## src/rtl/lmc_pkg.sv

```systemverilog
package lmc_pkg;
  typedef enum logic [1:0] {
    MODE_FREE   = 2'd0,
    MODE_ACQ    = 2'd1,
    MODE_LOCKED = 2'd2,
    MODE_HOLD   = 2'd3
  } lmc_mode_e;

  localparam int NUM_AVG = 3;
endpackage

```

## src/rtl/lmc_mode_fsm.sv

```systemverilog
module lmc_mode_fsm
  import lmc_pkg::*;
(
  input  logic      clk,
  input  logic      rst_n,
  input  logic      ref_valid,
  input  logic      lock_ind,
  input  logic      has_hist,
  output lmc_mode_e mode_q
);
  lmc_mode_e mode_d;

  always_comb begin
    mode_d = mode_q;
    case (mode_q)
      MODE_FREE:   if (ref_valid) mode_d = MODE_ACQ;
      MODE_ACQ: begin
        if (!ref_valid)    mode_d = has_hist ? MODE_HOLD : MODE_FREE;
        else if (lock_ind) mode_d = MODE_LOCKED;
      end
      MODE_LOCKED: begin
        if (!ref_valid)     mode_d = MODE_HOLD;
        else if (!lock_ind) mode_d = MODE_ACQ;
      end
      MODE_HOLD:   if (ref_valid) mode_d = MODE_ACQ;
      default:     mode_d = MODE_FREE;
    endcase
  end

  always_ff @(posedge clk or negedge rst_n) begin
    if (!rst_n) mode_q <= MODE_FREE;
    else        mode_q <= mode_d;
  end

  AST_FAST_HOLD: assert property (@(posedge clk) disable iff (!rst_n)
    (mode_q == MODE_LOCKED && !ref_valid) |=> (mode_q == MODE_HOLD));
  AST_HOLD_NO_DIRECT_LOCK: assert property (@(posedge clk) disable iff (!rst_n)
    (mode_q == MODE_HOLD) |=> (mode_q != MODE_LOCKED));
  AST_FREE_NO_DIRECT_LOCK: assert property (@(posedge clk) disable iff (!rst_n)
    (mode_q == MODE_FREE) |=> (mode_q != MODE_LOCKED));
  AST_ACQ_LOSS_NO_HIST: assert property (@(posedge clk) disable iff (!rst_n)
    (mode_q == MODE_ACQ && !ref_valid && !has_hist) |=> (mode_q == MODE_FREE));
endmodule

```

## src/rtl/lmc_iir_avg.sv

```systemverilog
module lmc_iir_avg #(
  parameter int FREQ_W = 24,
  parameter int FRAC_W = 8,
  parameter int SHIFT  = 2
) (
  input  logic                     clk,
  input  logic                     rst_n,
  input  logic                     upd_en,
  input  logic                     seed,
  input  logic signed [FREQ_W-1:0] sample,
  output logic signed [FREQ_W-1:0] avg
);
  localparam int ACC_W = FREQ_W + FRAC_W;

  logic signed [ACC_W-1:0] acc_q, acc_d;
  logic signed [ACC_W-1:0] scaled;
  logic signed [ACC_W:0]   diff;
  logic signed [ACC_W:0]   step;

  assign scaled = {sample, {FRAC_W{1'b0}}};
  assign diff   = {scaled[ACC_W-1], scaled} - {acc_q[ACC_W-1], acc_q};
  assign step   = diff >>> SHIFT;

  always_comb begin
    acc_d = acc_q;
    if (upd_en) begin
      if (seed) acc_d = scaled;
      else      acc_d = acc_q + step[ACC_W-1:0];
    end
  end

  always_ff @(posedge clk or negedge rst_n) begin
    if (!rst_n) acc_q <= '0;
    else        acc_q <= acc_d;
  end

  assign avg = acc_q[ACC_W-1:FRAC_W];

  AST_AVG_FROZEN: assert property (@(posedge clk) disable iff (!rst_n)
    !upd_en |=> $stable(avg));
  AST_SEED_LOAD: assert property (@(posedge clk) disable iff (!rst_n)
    (upd_en && seed) |=> (avg == $past(sample)));
endmodule

```

## src/rtl/loop_mode_ctrl.sv

```systemverilog
module loop_mode_ctrl
  import lmc_pkg::*;
#(
  parameter int FREQ_W    = 24,
  parameter int FRAC_W    = 8,
  parameter int BW_W      = 5,
  parameter int SH_SHORT  = 2,
  parameter int SH_MEDIUM = 5,
  parameter int SH_LONG   = 8
) (
  input  logic                     clk,
  input  logic                     rst_n,
  input  logic                     ref_valid,
  input  logic                     lock_ind,
  input  logic                     freq_vld,
  input  logic signed [FREQ_W-1:0] freq_in,
  input  logic [1:0]               avg_sel,
  input  logic [BW_W-1:0]          bw_acq_cfg,
  input  logic [BW_W-1:0]          bw_lock_cfg,
  input  logic [2:0]               damp_cfg,
  output logic [1:0]               mode,
  output logic [BW_W-1:0]          bw_sel_out,
  output logic [2:0]               damp_out,
  output logic signed [FREQ_W-1:0] hold_freq
);
  lmc_mode_e               mode_q;
  logic                    hist_q, hist_d;
  logic                    upd_en;
  logic signed [FREQ_W-1:0] inst_q, inst_d;
  logic signed [FREQ_W-1:0] avg_w [NUM_AVG];

  lmc_mode_fsm u_fsm (
    .clk      (clk),
    .rst_n    (rst_n),
    .ref_valid(ref_valid),
    .lock_ind (lock_ind),
    .has_hist (hist_q),
    .mode_q   (mode_q)
  );

  assign upd_en = freq_vld && (mode_q == MODE_LOCKED);

  always_comb begin
    hist_d = hist_q;
    inst_d = inst_q;
    if (upd_en) begin
      hist_d = 1'b1;
      inst_d = freq_in;
    end
  end

  always_ff @(posedge clk or negedge rst_n) begin
    if (!rst_n) begin
      hist_q <= 1'b0;
      inst_q <= '0;
    end else begin
      hist_q <= hist_d;
      inst_q <= inst_d;
    end
  end

  for (genvar gi = 0; gi < NUM_AVG; gi++) begin : g_avg
    localparam int SH = (gi == 0) ? SH_SHORT : (gi == 1) ? SH_MEDIUM : SH_LONG;
    lmc_iir_avg #(
      .FREQ_W(FREQ_W),
      .FRAC_W(FRAC_W),
      .SHIFT (SH)
    ) u_avg (
      .clk   (clk),
      .rst_n (rst_n),
      .upd_en(upd_en),
      .seed  (!hist_q),
      .sample(freq_in),
      .avg   (avg_w[gi])
    );
  end

  always_comb begin
    case (avg_sel)
      2'd1:    hold_freq = avg_w[0];
      2'd2:    hold_freq = avg_w[1];
      2'd3:    hold_freq = avg_w[2];
      default: hold_freq = inst_q;
    endcase
  end

  assign mode       = mode_q;
  assign bw_sel_out = (mode_q == MODE_LOCKED) ? bw_lock_cfg : bw_acq_cfg;
  assign damp_out   = damp_cfg;

  AST_HOLD_WORD_STEADY: assert property (@(posedge clk) disable iff (!rst_n)
    (mode_q == MODE_HOLD) |=> ($stable(avg_sel) -> $stable(hold_freq)));
  AST_HIST_STICKY: assert property (@(posedge clk) disable iff (!rst_n)
    hist_q |=> hist_q);
  AST_ACQ_LOSS_HIST: assert property (@(posedge clk) disable iff (!rst_n)
    (mode_q == MODE_ACQ && !ref_valid && hist_q) |=> (mode == 2'd3));
endmodule

```

## config.mk

```make
export PLATFORM = sky130hd
export DESIGN_NAME = loop_mode_ctrl
export DESIGN_NICKNAME = d
export VERILOG_FILES = /design/src/rtl/lmc_pkg.sv /design/src/rtl/lmc_mode_fsm.sv /design/src/rtl/lmc_iir_avg.sv /design/src/rtl/loop_mode_ctrl.sv
export SDC_FILE = /design/constraint.sdc
export NUM_CORES = 1
export LEC_CHECK = 0
export CAP_MARGIN = 0
export CORE_ASPECT_RATIO = 0.8
export CORE_MARGIN = 5
export CORE_UTILIZATION = 40
export DETAILED_ROUTE_END_ITERATION = 16
export DONT_BUFFER_PORTS = 1
export MAX_ROUTING_LAYER = met4
export PLACE_DENSITY = 0.52
export SLEW_MARGIN = 20
export SYNTH_ARGS = -nofsm -noshare
export SYNTH_HDL_FRONTEND = slang
export SYNTH_SLANG_ARGS = --single-unit
```

## constraint.sdc

```tcl
create_clock -name clk -period 6.5 [get_ports clk]
set_input_delay 0 -clock clk [delete_from_list [all_inputs] [get_ports clk]]
set_output_delay 0 -clock clk [all_outputs]
set_load 0.005 [all_outputs]
```

---- Word level (Yosys, flattened, before mapping) ----
Cells that the tools add are included.
W data, S select, Z words.
operators by class
  add/subtract/negate cells ............... 6
  equal/unequal tests ..................... 9
  muxes and demuxes ....................... 12
  reduce and logical (&&, ||, !) cells .... 4
operators with widths
  operator              count
  $sub A32 B32 Y33      3
  $add A32 B32 Y32      3
  $mux W32              3
  $pmux W24 S3          1
  $mux W2               6
  $eq A2 B2 Y1 const B  4
  $ne A3 B3 Y1 const B  2
  $pmux W2 S3           1
  $mux W5               1
  $eq A2 B1 Y1 const B  2
  $reduce_and A3 Y1     1
  $logic_not A2 Y1      1
  $ne A2 B1 Y1 const B  1
  $reduce_or A2 Y1      1
  $logic_and A1 B1 Y1   1
storage, ports and cells
  bits in registers ....................... 123
  input port bits ......................... 44
  output and inout bits ................... 34
  logic and storage cells ................. 37

---- Logic depth before layout (Yosys ltp) ----
Gate-level depths: netlist of the first run.
  word-level depth ........................ 4
  mapped depth ............................ 23
  gate-level depth less buffers ........... 23

---- Hierarchy ----
A second synthesis of the first run with hierarchy kept.
unflattened totals
  cell total of the unflattened synthesis .. 1,775
  area, all modules ....................... 14,826.7 µm²
by module, submodules not included
  module                         times used  cells each  area each (µm²)  seq. area each (µm²)
  lmc_iir_avg at g_avg[1].u_avg  1           604         4,610.7          800.8
  lmc_iir_avg at g_avg[0].u_avg  1           533         4,296.6          800.8
  lmc_iir_avg at g_avg[2].u_avg  1           524         4,092.7          800.8
  loop_mode_ctrl                 1           94          1,642.8          625.6
  lmc_mode_fsm                   1           20          183.9            50.0

---- Least setup slack after synthesis of the first run ----
No wires, ideal clock.
  path type ............................... register to register
  start ................................... reg g_avg[2].u_avg.acc_q[11]
  end ..................................... reg g_avg[2].u_avg.acc_q[27]
  setup time .............................. 0.124 ns
  data arrival time ....................... 4.933 ns
  data required time ...................... 6.376 ns
  setup slack ............................. 1.443 ns
  stages on the path, launching flop included .. 24
  buffers on the path ..................... 0
  clock period less this slack ............ 5.057 ns
  path through ............................ dfrtp_1 -> inv_1 -> ha_1 -> a21oi_1 -> o221ai_1 -> o211a_1 -> o21a_1 -> o41a_1 -> a21oi_1 -> o21bai_2 -> a21oi_1 -> o21bai_1 -> xor2_1 -> ha_1 -> and2_1 -> and3_1 -> nand4_1 -> o221ai_1 -> o21a_1 -> or3_1 -> a221o_1 -> a21o_1 -> mux2i_1 -> a211o_1
on the way
  word-level cells in the longest chain between the ends .. 3
ends and longest elaborated chain
  what                    line               RTL
  start, declared         lmc_iir_avg.sv:15  logic signed [ACC_W-1:0] acc_q, acc_d;
  start signal, assigned  lmc_iir_avg.sv:33  if (!rst_n) acc_q <= '0;
  start signal, assigned  lmc_iir_avg.sv:34  else acc_q <= acc_d;
  $sub A32 B32 Y33        lmc_iir_avg.sv:21  assign diff = {scaled[ACC_W-1], scaled} - {acc_q[ACC_W-1], acc_q};
  $add A32 B32 Y32 (*)    lmc_iir_avg.sv:28  else acc_d = acc_q + step[ACC_W-1:0];
  $mux W32 (*)            lmc_iir_avg.sv:27  if (seed) acc_d = scaled;
Mark *: on every way between the ends. The rest lies on a longest branch, timed or not.
A chain may end at the register's enable or synchronous reset.

---- Worst setup path after layout of the first run ----
Ends and elaborated chain as after synthesis.

==> results.py, run 1 <==
metrics = {
    "run_status": {
        "status": "completed",
    },
    "worst_setup_path": {
        "worstPathMaxFanout": 5,
        "r2r-start": "g_avg[2].u_avg.acc_q[11]$_DFFE_PN0P_",
        "timing.rr.end": "g_avg[2].u_avg.acc_q[27]$_DFFE_PN0P_",
        "reg2reg_slack_ps": 810,
        "critPathLaunchType": "register",
        "crit_required_ps": 6830,
        "crit_start": "g_avg[2].u_avg.acc_q[11]$_DFFE_PN0P_",
        "critical_path_class": "register to register",
        "crit_end": "g_avg[2].u_avg.acc_q[27]$_DFFE_PN0P_",
        "reg2reg_depth": 23,
        "endpoint_kind": "register",
        "critPathArrivalTime_ps": 6020,
    },
    "floorplanning": {
        "num_rows": 60,
        "die_w_um": 217.3,
        "dieArea_um2": 38220,
        "start_util": 0.4072,
        "core_um2": 33780,
        "io_pins": 78,
        "die_h_um": 175.9,
    },
    "clock_tree": {
        "cts_root_buf": "clkbuf_16",
        "cts-resized-gates": 0,
        "cts_tree": "done",
        "h-tree-depth": 4,
        "cts_sinks": 123,
        "cts_max_path_buffers": 2,
        "cts_hold_buf": 28,
        "insertion_delay_ps": 440,
        "cts_buffers": 17,
        "cts.clk_slew.worst_paths_ps": 60,
        "cts_setup_buffers": 0,
    },
    "routing": {
        "drt_iter0_drc": 1014,
        "via_count": 12740,
        "wl_per_cell_um": 22.16,
        "ant_nets": 0,
        "wl_um": 47160,
        "firstDrtPassIters": 5,
        "route.detailed.drc": 0,
        "vias_per_cell": 5.986,
    },
    "sta": {
        "fmax_ghz": 0.1756,
        "finalSetupViolations": 0,
        "post-route-period-util": 0.8761,
        "clock_skew_ps": 9.182,
        "relSlewSlack": 0.2454,
        "hold_viol_final": 0,
        "slew_viol_final": 0,
        "finalSetupTns_ps": 0,
        "tightest_slew_ps": 1129,
        "rsz0062_at_grt": "no",
        "period_needed_ps": 5695,
    },
    "layout": {
        "multi_input_area_um2": 10010,
        "area_delta_synth_final_pct": 9.441,
        "regArea_um2": 3082,
        "nets": 1893,
        "drive_gt1_frac": 0.06025,
        "n_fill_cell": 3352,
        "final_cells": 2128,
        "final_cell_mix": "nand2_1 (189), a21oi_1 (172), ha_1 (166), dfrtp_1 (122), inv_1 (119)",
        "layout.cells.most_common": "nand2_1",
    },
    "global_route": {
        "grt_first_pass_wirelength_um": 72640,
        "antenna_found_initial": 4,
        "grt_max_degree": 181,
        "track_usage": 0.2528,
        "grt_remaining_overflow": 0,
        "grt_pass1_vias": 11970,
    },
    "logic_synthesis": {
        "yosys_warnings": 0,
        "ys_types": 86,
        "synth-edff-count": 0,
        "yosysSeqAreaShare": 0.2238,
        "synthFlopType": "dfrtp_1",
        "syn_area_um2": 13760,
        "syn-instance-count": 1688,
        "synthArstFlopShare": 1.000,
        "syn_avg_cell_area_um2": 8.149,
        "yosys_register_bits": 123,
        "syn_nets": 1901,
    },
    "place": {
        "dp_hpwl_um": 35080,
        "gp_congestion": 0.9318,
        "placedCellCount": 2067,
        "port_buffers": 0,
    },
    "hold_path": {
        "hp-class": "input pin to output pin",
    },
    "job": {
        "cap_violations": 0,
    },
}
through the flow:
stage                       util  instance area [µm²]  setup WS [ps]  hold WS (ps)
after floorplan                -                13760           1443        -295.6
after global placement    0.4180                14120           1022        -289.6
after detailed placement  0.4180                14120          895.4        -289.6
after CTS                 0.4456                15050          877.6       0.06013
after global routing      0.4456                15050          524.1      0.007966
final                     0.4456                15050          805.5      0.002245
cells by family (layout without fill, tap and decap cells):
| kind of cell | count (synthesis) | count (layout) | synth area share |
|---|---|---|---|
| other | 0 | 1 | 0 |
| flip-flops | 123 | 123 | 0.2238 |
| multiplexers | 41 | 41 | 0.05221 |
| AO/OA/AOI/OAI | 541 | 541 | 0.2560 |
| buffers and inverters | 178 | 183 | 0.04948 |
| adder cells (fa/ha/maj) | 169 | 169 | 0.1554 |
| AND/OR/NAND/NOR | 501 | 501 | 0.1772 |
| XOR/XNOR | 135 | 135 | 0.08596 |
state kept, by name, indices dropped and copies added, names as in the netlist:
name               flops
g_avg.u_avg.acc_q     96
inst_q                24
u_fsm.mode_q           2
hist_q                 1
worst max-delay path: stages, from the launching register on:
cell and delay (ps):
dfrtp_1 380, inv_1 80, ha_1 340, a21oi_1 210, o221ai_1 250, o211a_1 300
o21a_1 210, o41a_1 360, a21oi_1 270, o21bai_2 130, a21oi_1 230, o21bai_1 110
xor2_1 150, ha_1 350, and2_1 190, and3_1 200, nand4_1 100, o221ai_1 130
o21a_1 290, or3_1 410, a221o_1 340, a21o_1 190, mux2i_1 110, a211o_1 260
routing by layer:
metal / up-vias / track usage / share of wire
met3: 18 / 0.04239 / 0.067
met2: 376 / 0.3508 / 0.40
li1: 6135 / - / -
met4: 0 / 0.03790 / 0.0066
met1: 6209 / 0.3904 / 0.52
met5: - / - / 0
cell type report:
class / count / area share
Multi-Input combinational cell: 1387 / 0.6646
Sequential cell: 123 / 0.2047
Tap cell: 434 / 0.03607
Inverter: 119 / 0.02967
Clock buffer: 18 / 0.02917
Timing Repair Buffer: 32 / 0.02261
Clock inverter: 14 / 0.01297
Antenna cell: 1 / 0.0001662
worst min path at each step:
stage | depth (start not counted) | start | endpoint | slack [ps]
after detailed placement | 0 | rst_n | g_avg[1].u_avg.acc_q[3]$_DFFE_PN0P_ | -290
final | 0 | damp_cfg[2] | damp_out[2] | 0.002
after CTS | 0 | damp_cfg[1] | damp_out[1] | 0.06
after global placement | 0 | rst_n | g_avg[1].u_avg.acc_q[0]$_DFFE_PN0P_ | -290
after floorplan | 0 | rst_n | g_avg[0].u_avg.acc_q[0]$_DFFE_PN0P_ | -300
after global routing | 0 | damp_cfg[1] | damp_out[1] | 0.008
synth_stat cells (4+ instances only):
cell / number / area (µm²)
a211o_1: 5 / 43.79
a211oi_1: 48 / 360.4
a21boi_1: 4 / 30.03
a21o_1: 63 / 473.0
a21oi_1: 172 / 860.8
a221oi_1: 4 / 35.03
a22oi_1: 5 / 37.54
a31oi_1: 24 / 150.1
and2_1: 8 / 50.05
and3_1: 24 / 150.1
buf_1: 9 / 33.78
clkbuf_1: 46 / 172.7
dfrtp_1: 123 / 3078
ha_1: 166 / 2077
inv_1: 119 / 446.7
mux2_2: 6 / 67.56
mux2i_1: 11 / 110.1
mux4_2: 24 / 540.5
nand2_1: 190 / 713.2
nand2b_1: 16 / 100.1
nand3_1: 30 / 150.1
nand4_1: 18 / 112.6
nor2_1: 99 / 371.6
nor2b_1: 42 / 262.8
nor3_1: 37 / 185.2
nor4_1: 6 / 37.54
o2111ai_1: 4 / 35.03
o211ai_1: 6 / 45.04
o21a_1: 26 / 195.2
o21ai_0: 86 / 430.4
o21ai_1: 11 / 55.05
o21bai_1: 14 / 105.1
o221ai_1: 4 / 35.03
o22ai_1: 5 / 31.28
o31a_1: 5 / 43.79
o31ai_1: 10 / 75.07
or3_1: 5 / 31.28
or4_1: 4 / 30.03
xnor2_1: 82 / 718.2
xor2_1: 53 / 464.2
Power of run 1 is left out: the tool's default activity adds up to more than one toggle a clock period on the data nets, which glitch-free logic cannot reach.
==> run 2, diff against run 1 <==
--- a/config.mk
+++ b/config.mk
@@ -5,14 +5,13 @@
 export SDC_FILE = /design/constraint.sdc
 export NUM_CORES = 1
 export LEC_CHECK = 0
-export CAP_MARGIN = 0
 export CORE_ASPECT_RATIO = 0.8
 export CORE_MARGIN = 5
 export CORE_UTILIZATION = 40
 export DETAILED_ROUTE_END_ITERATION = 16
 export DONT_BUFFER_PORTS = 1
 export MAX_ROUTING_LAYER = met4
-export PLACE_DENSITY = 0.52
+export PLACE_DENSITY = 0.54
 export SLEW_MARGIN = 20
 export SYNTH_ARGS = -nofsm -noshare
 export SYNTH_HDL_FRONTEND = slang
==> constraint.sdc (replaced) <==
create_clock -name clk -period 7.1 [get_ports clk]
set_input_delay 0 -clock clk [delete_from_list [all_inputs] [get_ports clk]]
set_output_delay 0 -clock clk [all_outputs]
set_load 0.005 [all_outputs]
==> results.py, run 2 (synthesized netlist as in run 1, its figures left out) <==
metrics = {
    "run_status": {
        "status": "completed",
    },
    "layout": {
        "largest_reg_flops": 96,
        "n_fill_cell": 3363,
        "antenna_cells": 0,
        "area_delta_synth_final_pct": 8.805,
        "layout.cells.most_common": "nand2_1",
        "nets": 1893,
        "final_cells": 2127,
        "max_flop_register": "g_avg.u_avg.acc_q",
        "fin_util": 0.4430,
        "drive_gt1_frac": 0.05907,
        "final_cell_mix": "nand2_1 (189), a21oi_1 (172), ha_1 (166), dfrtp_1 (122), inv_1 (119)",
        "reg.largest.list": "g_avg.u_avg.acc_q: 96 flops, inst_q: 24 flops, u_fsm.mode_q: 2 flops",
    },
    "place": {
        "gp_congestion": 0.9190,
        "placedCellCount": 2067,
        "dp_hpwl_um": 34560,
        "port_buffers": 0,
    },
    "sta": {
        "clock_skew_ps": 13.24,
        "rsz0062_at_grt": "no",
        "post-route-period-util": 0.7896,
        "relSlewSlack": 0.3024,
        "fin_hold_ws_ps": 0.002245,
        "period_needed_ps": 5606,
        "fmax_ghz": 0.1784,
        "finalSetupTns_ps": 0,
        "tightest_slew_ps": 1033,
        "hold_viol_final": 0,
        "slew_viol_final": 0,
        "finalSetupViolations": 0,
    },
    "worst_setup_path": {
        "cp.depth": 23,
        "worstPathMaxFanout": 5,
        "cp_common_cell": "a21oi_1",
        "critical_path_class": "register to register",
        "critPathArrivalTime_ps": 5930,
        "crit_buf_inv": 1,
        "reg2reg_depth": 23,
        "endpoint_kind": "register",
        "critPathMaxStageDelay_ps": 410,
        "path_cells": "inv_1 > ha_1 > a21oi_1 > o221ai_1 > o211a_1 > o21a_1 > o41a_1 > a21oi_1 > o21bai_2 > a21oi_1 > o21bai_1 > xor2_1 > ha_1 > and2_1 > and3_1 > nand4_1 > o221ai_1 > o21a_1 > or3_1 > a221o_1 > a21o_1 > mux2i_1 > a211o_1",
        "slowest_stage": "or3_1",
        "crit_required_ps": 7420,
        "cp_top_family": "compound AO/OA/AOI/OAI gates",
        "critPathLaunchType": "register",
    },
    "floorplanning": {
        "num_rows": 60,
        "die_w_um": 217.3,
        "dieArea_um2": 38220,
        "start_util": 0.4072,
        "io_pins": 78,
        "die_h_um": 175.9,
        "core_um2": 33780,
    },
    "clock_tree": {
        "cts.clk_slew.worst_paths_ps": 60,
        "cts-resized-gates": 0,
        "cts_tree": "done",
        "insertion_delay_ps": 440,
        "cts_max_path_buffers": 2,
        "cts_buffers": 17,
        "cts_root_buf": "clkbuf_16",
        "cts_sinks": 123,
        "h-tree-depth": 4,
    },
    "routing": {
        "wl_per_cell_um": 21.86,
        "wl_um": 46490,
        "route.detailed.drc": 0,
        "vias_per_cell": 5.965,
        "drt_iter0_drc": 1194,
        "ant_nets": 0,
        "firstDrtPassIters": 5,
        "via_count": 12690,
    },
    "global_route": {
        "grt_pass1_vias": 11950,
        "grt_remaining_overflow": 0,
        "track_usage": 0.2483,
        "antenna_found_initial": 0,
        "grt_max_degree": 181,
        "grt_first_pass_wirelength_um": 71440,
    },
    "job": {
        "cap_violations": 0,
    },
    "hold_path": {
        "hp-class": "input pin to output pin",
        "hold_path_depth": 0,
    },
}
-- run 2: changes by cell type in the layout (fill, tap and decap cells not counted), sizes merged --
cell	previous run	this run
diode	1	0
clkinv	5	6
bufinv	4	0
clkbuf	18	21
clkinvlp	4	3
inv	120	121
-- run 2: stage by stage --
stage	cell area, µm²	worst slack, ps
6_report	14970	1494
5_1_grt	14970	1123
4_1_cts	14970	1520
3_5_place_dp	14120	1538
3_3_place_gp	14120	1662
2_1_floorplan	13760	2043
-- run 2: layer usage --
layer / part of all wire / track usage / up-vias
met2: 0.39 / 0.3317 / 443
li1: - / - / 6151
met5: 0 / - / -
met4: 0.018 / 0.05607 / 0
met1: 0.52 / 0.3808 / 6043
met3: 0.075 / 0.05066 / 50
-- run 2: area by class of cell --
type | count | area (µm²) | area share
Inverter | 119 | 446.7 | 0.02984
Clock inverter | 11 | 88.84 | 0.005935
Sequential cell | 123 | 3082 | 0.2059
Clock buffer | 21 | 460.4 | 0.03076
Multi-Input combinational cell | 1387 | 10010 | 0.6685
Timing Repair Buffer | 32 | 340.3 | 0.02274
Tap cell | 434 | 543.0 | 0.03628
-- run 2: timing repair --
item | CTS | global route
endpoints found under the setup margin | 0 | 0
hold buffers | 28 | 0
endpoints found under the hold margin | 176 | 0
buffers inserted | 0 | 0
-- run 2: path summary, 6_finish.rpt --
kind	from	to	slack (ps)
max	g_avg[2].u_avg.acc_q[11]$_DFFE_PN0P_	g_avg[2].u_avg.acc_q[27]$_DFFE_PN0P_	1490
min	damp_cfg[1]	damp_out[1]	0.002
max reg2reg	g_avg[2].u_avg.acc_q[11]$_DFFE_PN0P_	g_avg[2].u_avg.acc_q[27]$_DFFE_PN0P_	1490
min reg2reg	inst_q[22]$_DFFE_PN0P_	inst_q[22]$_DFFE_PN0P_	480
max in group asynchronous	rst_n	hist_q$_DFFE_PN0P_	6250
min in group asynchronous	rst_n	g_avg[2].u_avg.acc_q[6]$_DFFE_PN0P_	150
Power of run 2 is left out for the same reason.
==> run 3, diff against run 2 <==
--- a/config.mk
+++ b/config.mk
@@ -5,6 +5,7 @@
 export SDC_FILE = /design/constraint.sdc
 export NUM_CORES = 1
 export LEC_CHECK = 0
+export ABC_AREA = 1
 export CORE_ASPECT_RATIO = 0.8
 export CORE_MARGIN = 5
 export CORE_UTILIZATION = 40
==> constraint.sdc (replaced) <==
create_clock -name clk -period 5.7 [get_ports clk]
set_input_delay 0 -clock clk [delete_from_list [all_inputs] [get_ports clk]]
set_output_delay 0 -clock clk [all_outputs]
set_load 0.005 [all_outputs]
==> results.py, run 3 <==
metrics = {
    "clock_tree": {
        "cts_max_path_buffers": 2,
        "cts_sinks": 123,
        "h-tree-depth": 4,
        "cts_buffers": 17,
        "cts.clk_slew.worst_paths_ps": 60,
        "cts_root_buf": "clkbuf_16",
        "insertion_delay_ps": 460,
        "cts_tree": "done",
        "cts_setup_buffers": 0,
    },
    "sta": {
        "tightest_slew_ps": 949.7,
        "finalSetupTns_ps": 0,
        "fmax_ghz": 0.2159,
        "slew_viol_final": 0,
        "rsz0062_at_grt": "no",
        "relSlewSlack": 0.3660,
        "setup_slack_ps": 1067,
        "finalSetupViolations": 0,
        "clock_skew_ps": 9.983,
        "hold_viol_final": 0,
        "post-route-period-util": 0.8127,
        "period_needed_ps": 4633,
    },
    "worst_setup_path": {
        "critPathMaxStageDelay_ps": 550,
        "cp_common_cell": "nand2_1",
        "critPathLaunchType": "register",
        "slowest_stage": "a21oi_1",
        "cp_top_family": "compound AO/OA/AOI/OAI gates",
        "crit_required_ps": 6080,
        "critPathArrivalTime_ps": 5010,
        "endpoint_kind": "register",
        "crit_buf_inv": 1,
        "timing.rr.end": "g_avg[2].u_avg.acc_q[30]$_DFFE_PN0P_",
        "reg2reg_depth": 20,
        "path_cells": "inv_1 > ha_1 > a21oi_1 > nor2_1 > a211oi_1 > nand2_1 > nand2_1 > nand2_1 > a31oi_1 > xnor2_1 > ha_1 > a21o_1 > a21oi_1 > o21ai_0 > a21oi_1 > nand3b_1 > nand2_1 > nand2_1 > nand2_1 > o21ai_0",
        "worstPathMaxFanout": 5,
        "reg2reg_slack_ps": 1070,
        "critical_path_class": "register to register",
        "r2r-start": "g_avg[2].u_avg.acc_q[10]$_DFFE_PN0P_",
    },
    "routing": {
        "via_count": 17370,
        "firstDrtPassIters": 5,
        "wl_um": 67470,
        "drt_iter0_drc": 1760,
        "route.detailed.drc": 0,
        "wl_per_cell_um": 21.64,
        "vias_per_cell": 5.571,
        "ant_nets": 0,
    },
    "layout": {
        "largest_reg_flops": 96,
        "final_cells": 3118,
        "nets": 2782,
        "reg.largest.list": "g_avg.u_avg.acc_q: 96 flops, inst_q: 24 flops, u_fsm.mode_q: 2 flops",
        "max_flop_register": "g_avg.u_avg.acc_q",
        "antenna_cells": 0,
        "layout.cells.most_common": "nand2_1",
        "drive_gt1_frac": 0.04222,
        "fin_util": 0.4426,
        "area_delta_synth_final_pct": 9.750,
        "final_cell_mix": "nand2_1 (716), inv_1 (341), a21oi_1 (249), nor2_1 (246), ha_1 (166)",
    },
    "logic_synthesis": {
        "synth_most_common_cell": "nand2_1",
        "ys_top_cells_by_count": "nand2_1 (717), inv_1 (341), nor2_1 (250)",
        "yosysTopAreaCellShare": 0.1939,
        "syn-instance-count": 2551,
        "synthFlopType": "dfrtp_1",
        "synth_area_leader_cell": "dfrtp_1",
        "ys_types": 56,
        "syn_avg_cell_area_um2": 6.223,
        "synth.area.top_cells": "dfrtp_1 (19%), nand2_1 (17%), ha_1 (13%)",
        "yosys_warnings": 0,
        "yosysSeqAreaShare": 0.1939,
        "yosys_register_bits": 123,
        "syn_nets": 2764,
        "synth-edff-count": 0,
        "syn_area_um2": 15870,
        "synthArstFlopShare": 1.000,
    },
    "global_route": {
        "grt_max_degree": 124,
        "grt_pass1_vias": 15830,
        "grt_first_pass_wirelength_um": 100800,
        "antenna_found_initial": 0,
        "track_usage": 0.3107,
        "grt_remaining_overflow": 0,
    },
    "floorplanning": {
        "io_pins": 78,
        "dieArea_um2": 43790,
        "die_w_um": 232.7,
        "num_rows": 65,
        "start_util": 0.4033,
        "core_um2": 39360,
        "die_h_um": 188.2,
    },
    "hold_path": {
        "hold_path_depth": 0,
        "hp-class": "input pin to output pin",
        "worstHoldStart": "damp_cfg[2]",
        "min_delay_worst_endpoint": "damp_out[2]",
    },
    "place": {
        "place_ws_ps": 1294,
        "dp_hpwl_um": 53680,
        "port_buffers": 0,
        "placedCellCount": 3056,
        "gp_congestion": 1.005,
    },
    "run_status": {
        "status": "completed",
    },
    "job": {
        "cap_violations": 0,
    },
}
run 3: worst max path at each step:
stage	startpoint	to	slack, ps	depth (start not counted)
2_1_floorplan	g_avg[0].u_avg.acc_q[10]$_DFFE_PN0P_	g_avg[0].u_avg.acc_q[30]$_DFFE_PN0P_	2520	19
3_3_place_gp	g_avg[2].u_avg.acc_q[10]$_DFFE_PN0P_	g_avg[2].u_avg.acc_q[30]$_DFFE_PN0P_	1300	20
3_5_place_dp	g_avg[2].u_avg.acc_q[10]$_DFFE_PN0P_	g_avg[2].u_avg.acc_q[30]$_DFFE_PN0P_	1290	20
4_1_cts	g_avg[2].u_avg.acc_q[10]$_DFFE_PN0P_	g_avg[2].u_avg.acc_q[30]$_DFFE_PN0P_	1250	20
6_report	g_avg[2].u_avg.acc_q[10]$_DFFE_PN0P_	g_avg[2].u_avg.acc_q[30]$_DFFE_PN0P_	1070	20
5_1_grt	g_avg[2].u_avg.acc_q[10]$_DFFE_PN0P_	g_avg[2].u_avg.acc_q[30]$_DFFE_PN0P_	940	20
run 3: cell families after synthesis:
logic type / after synthesis / share of synthesized area
AOI/OAI and AO/OA: 560 / 0.2065
adders and majority gates: 169 / 0.1346
buffers and inverters: 386 / 0.09301
and+or+nand+nor: 1223 / 0.3223
xor gates and xnor gates: 90 / 0.04966
DFF: 123 / 0.1939
run 3: repair_timing:
item | 4_1_cts | 5_1_grt
hold buffers | 30 | 0
resized for setup | 0 | 0
hold endpoints to repair | 212 | 0
run 3: per-layer routing:
layer | up-vias | GRT usage | share of wire
met5 | - | - | 0
met4 | 0 | 0.04974 | 0.013
met3 | 60 | 0.05333 | 0.071
met2 | 650 | 0.4413 | 0.42
met1 | 8178 | 0.4688 | 0.50
li1 | 8482 | - | -
run 3: per-stage QoR:
step / instance area (µm²) / hold WS (ps)
after floorplan: 15870 / -295.6
after global placement: 16460 / -292.1
after detailed placement: 16460 / -291.1
after CTS: 17420 / 0.03458
after global routing: 17420 / 0.03813
final: 17420 / 0.009655
run 3: layout make-up:
class | count | area [µm²]
Fill cell | 4246 | 21940
Multi-Input combinational cell | 2042 | 11340
Sequential cell | 123 | 3078
Inverter | 345 | 1295
Tap cell | 536 | 670.6
Clock buffer | 21 | 450.4
Timing Repair Buffer | 40 | 392.9
Clock inverter | 11 | 192.7
Power of run 3 is left out for the same reason.
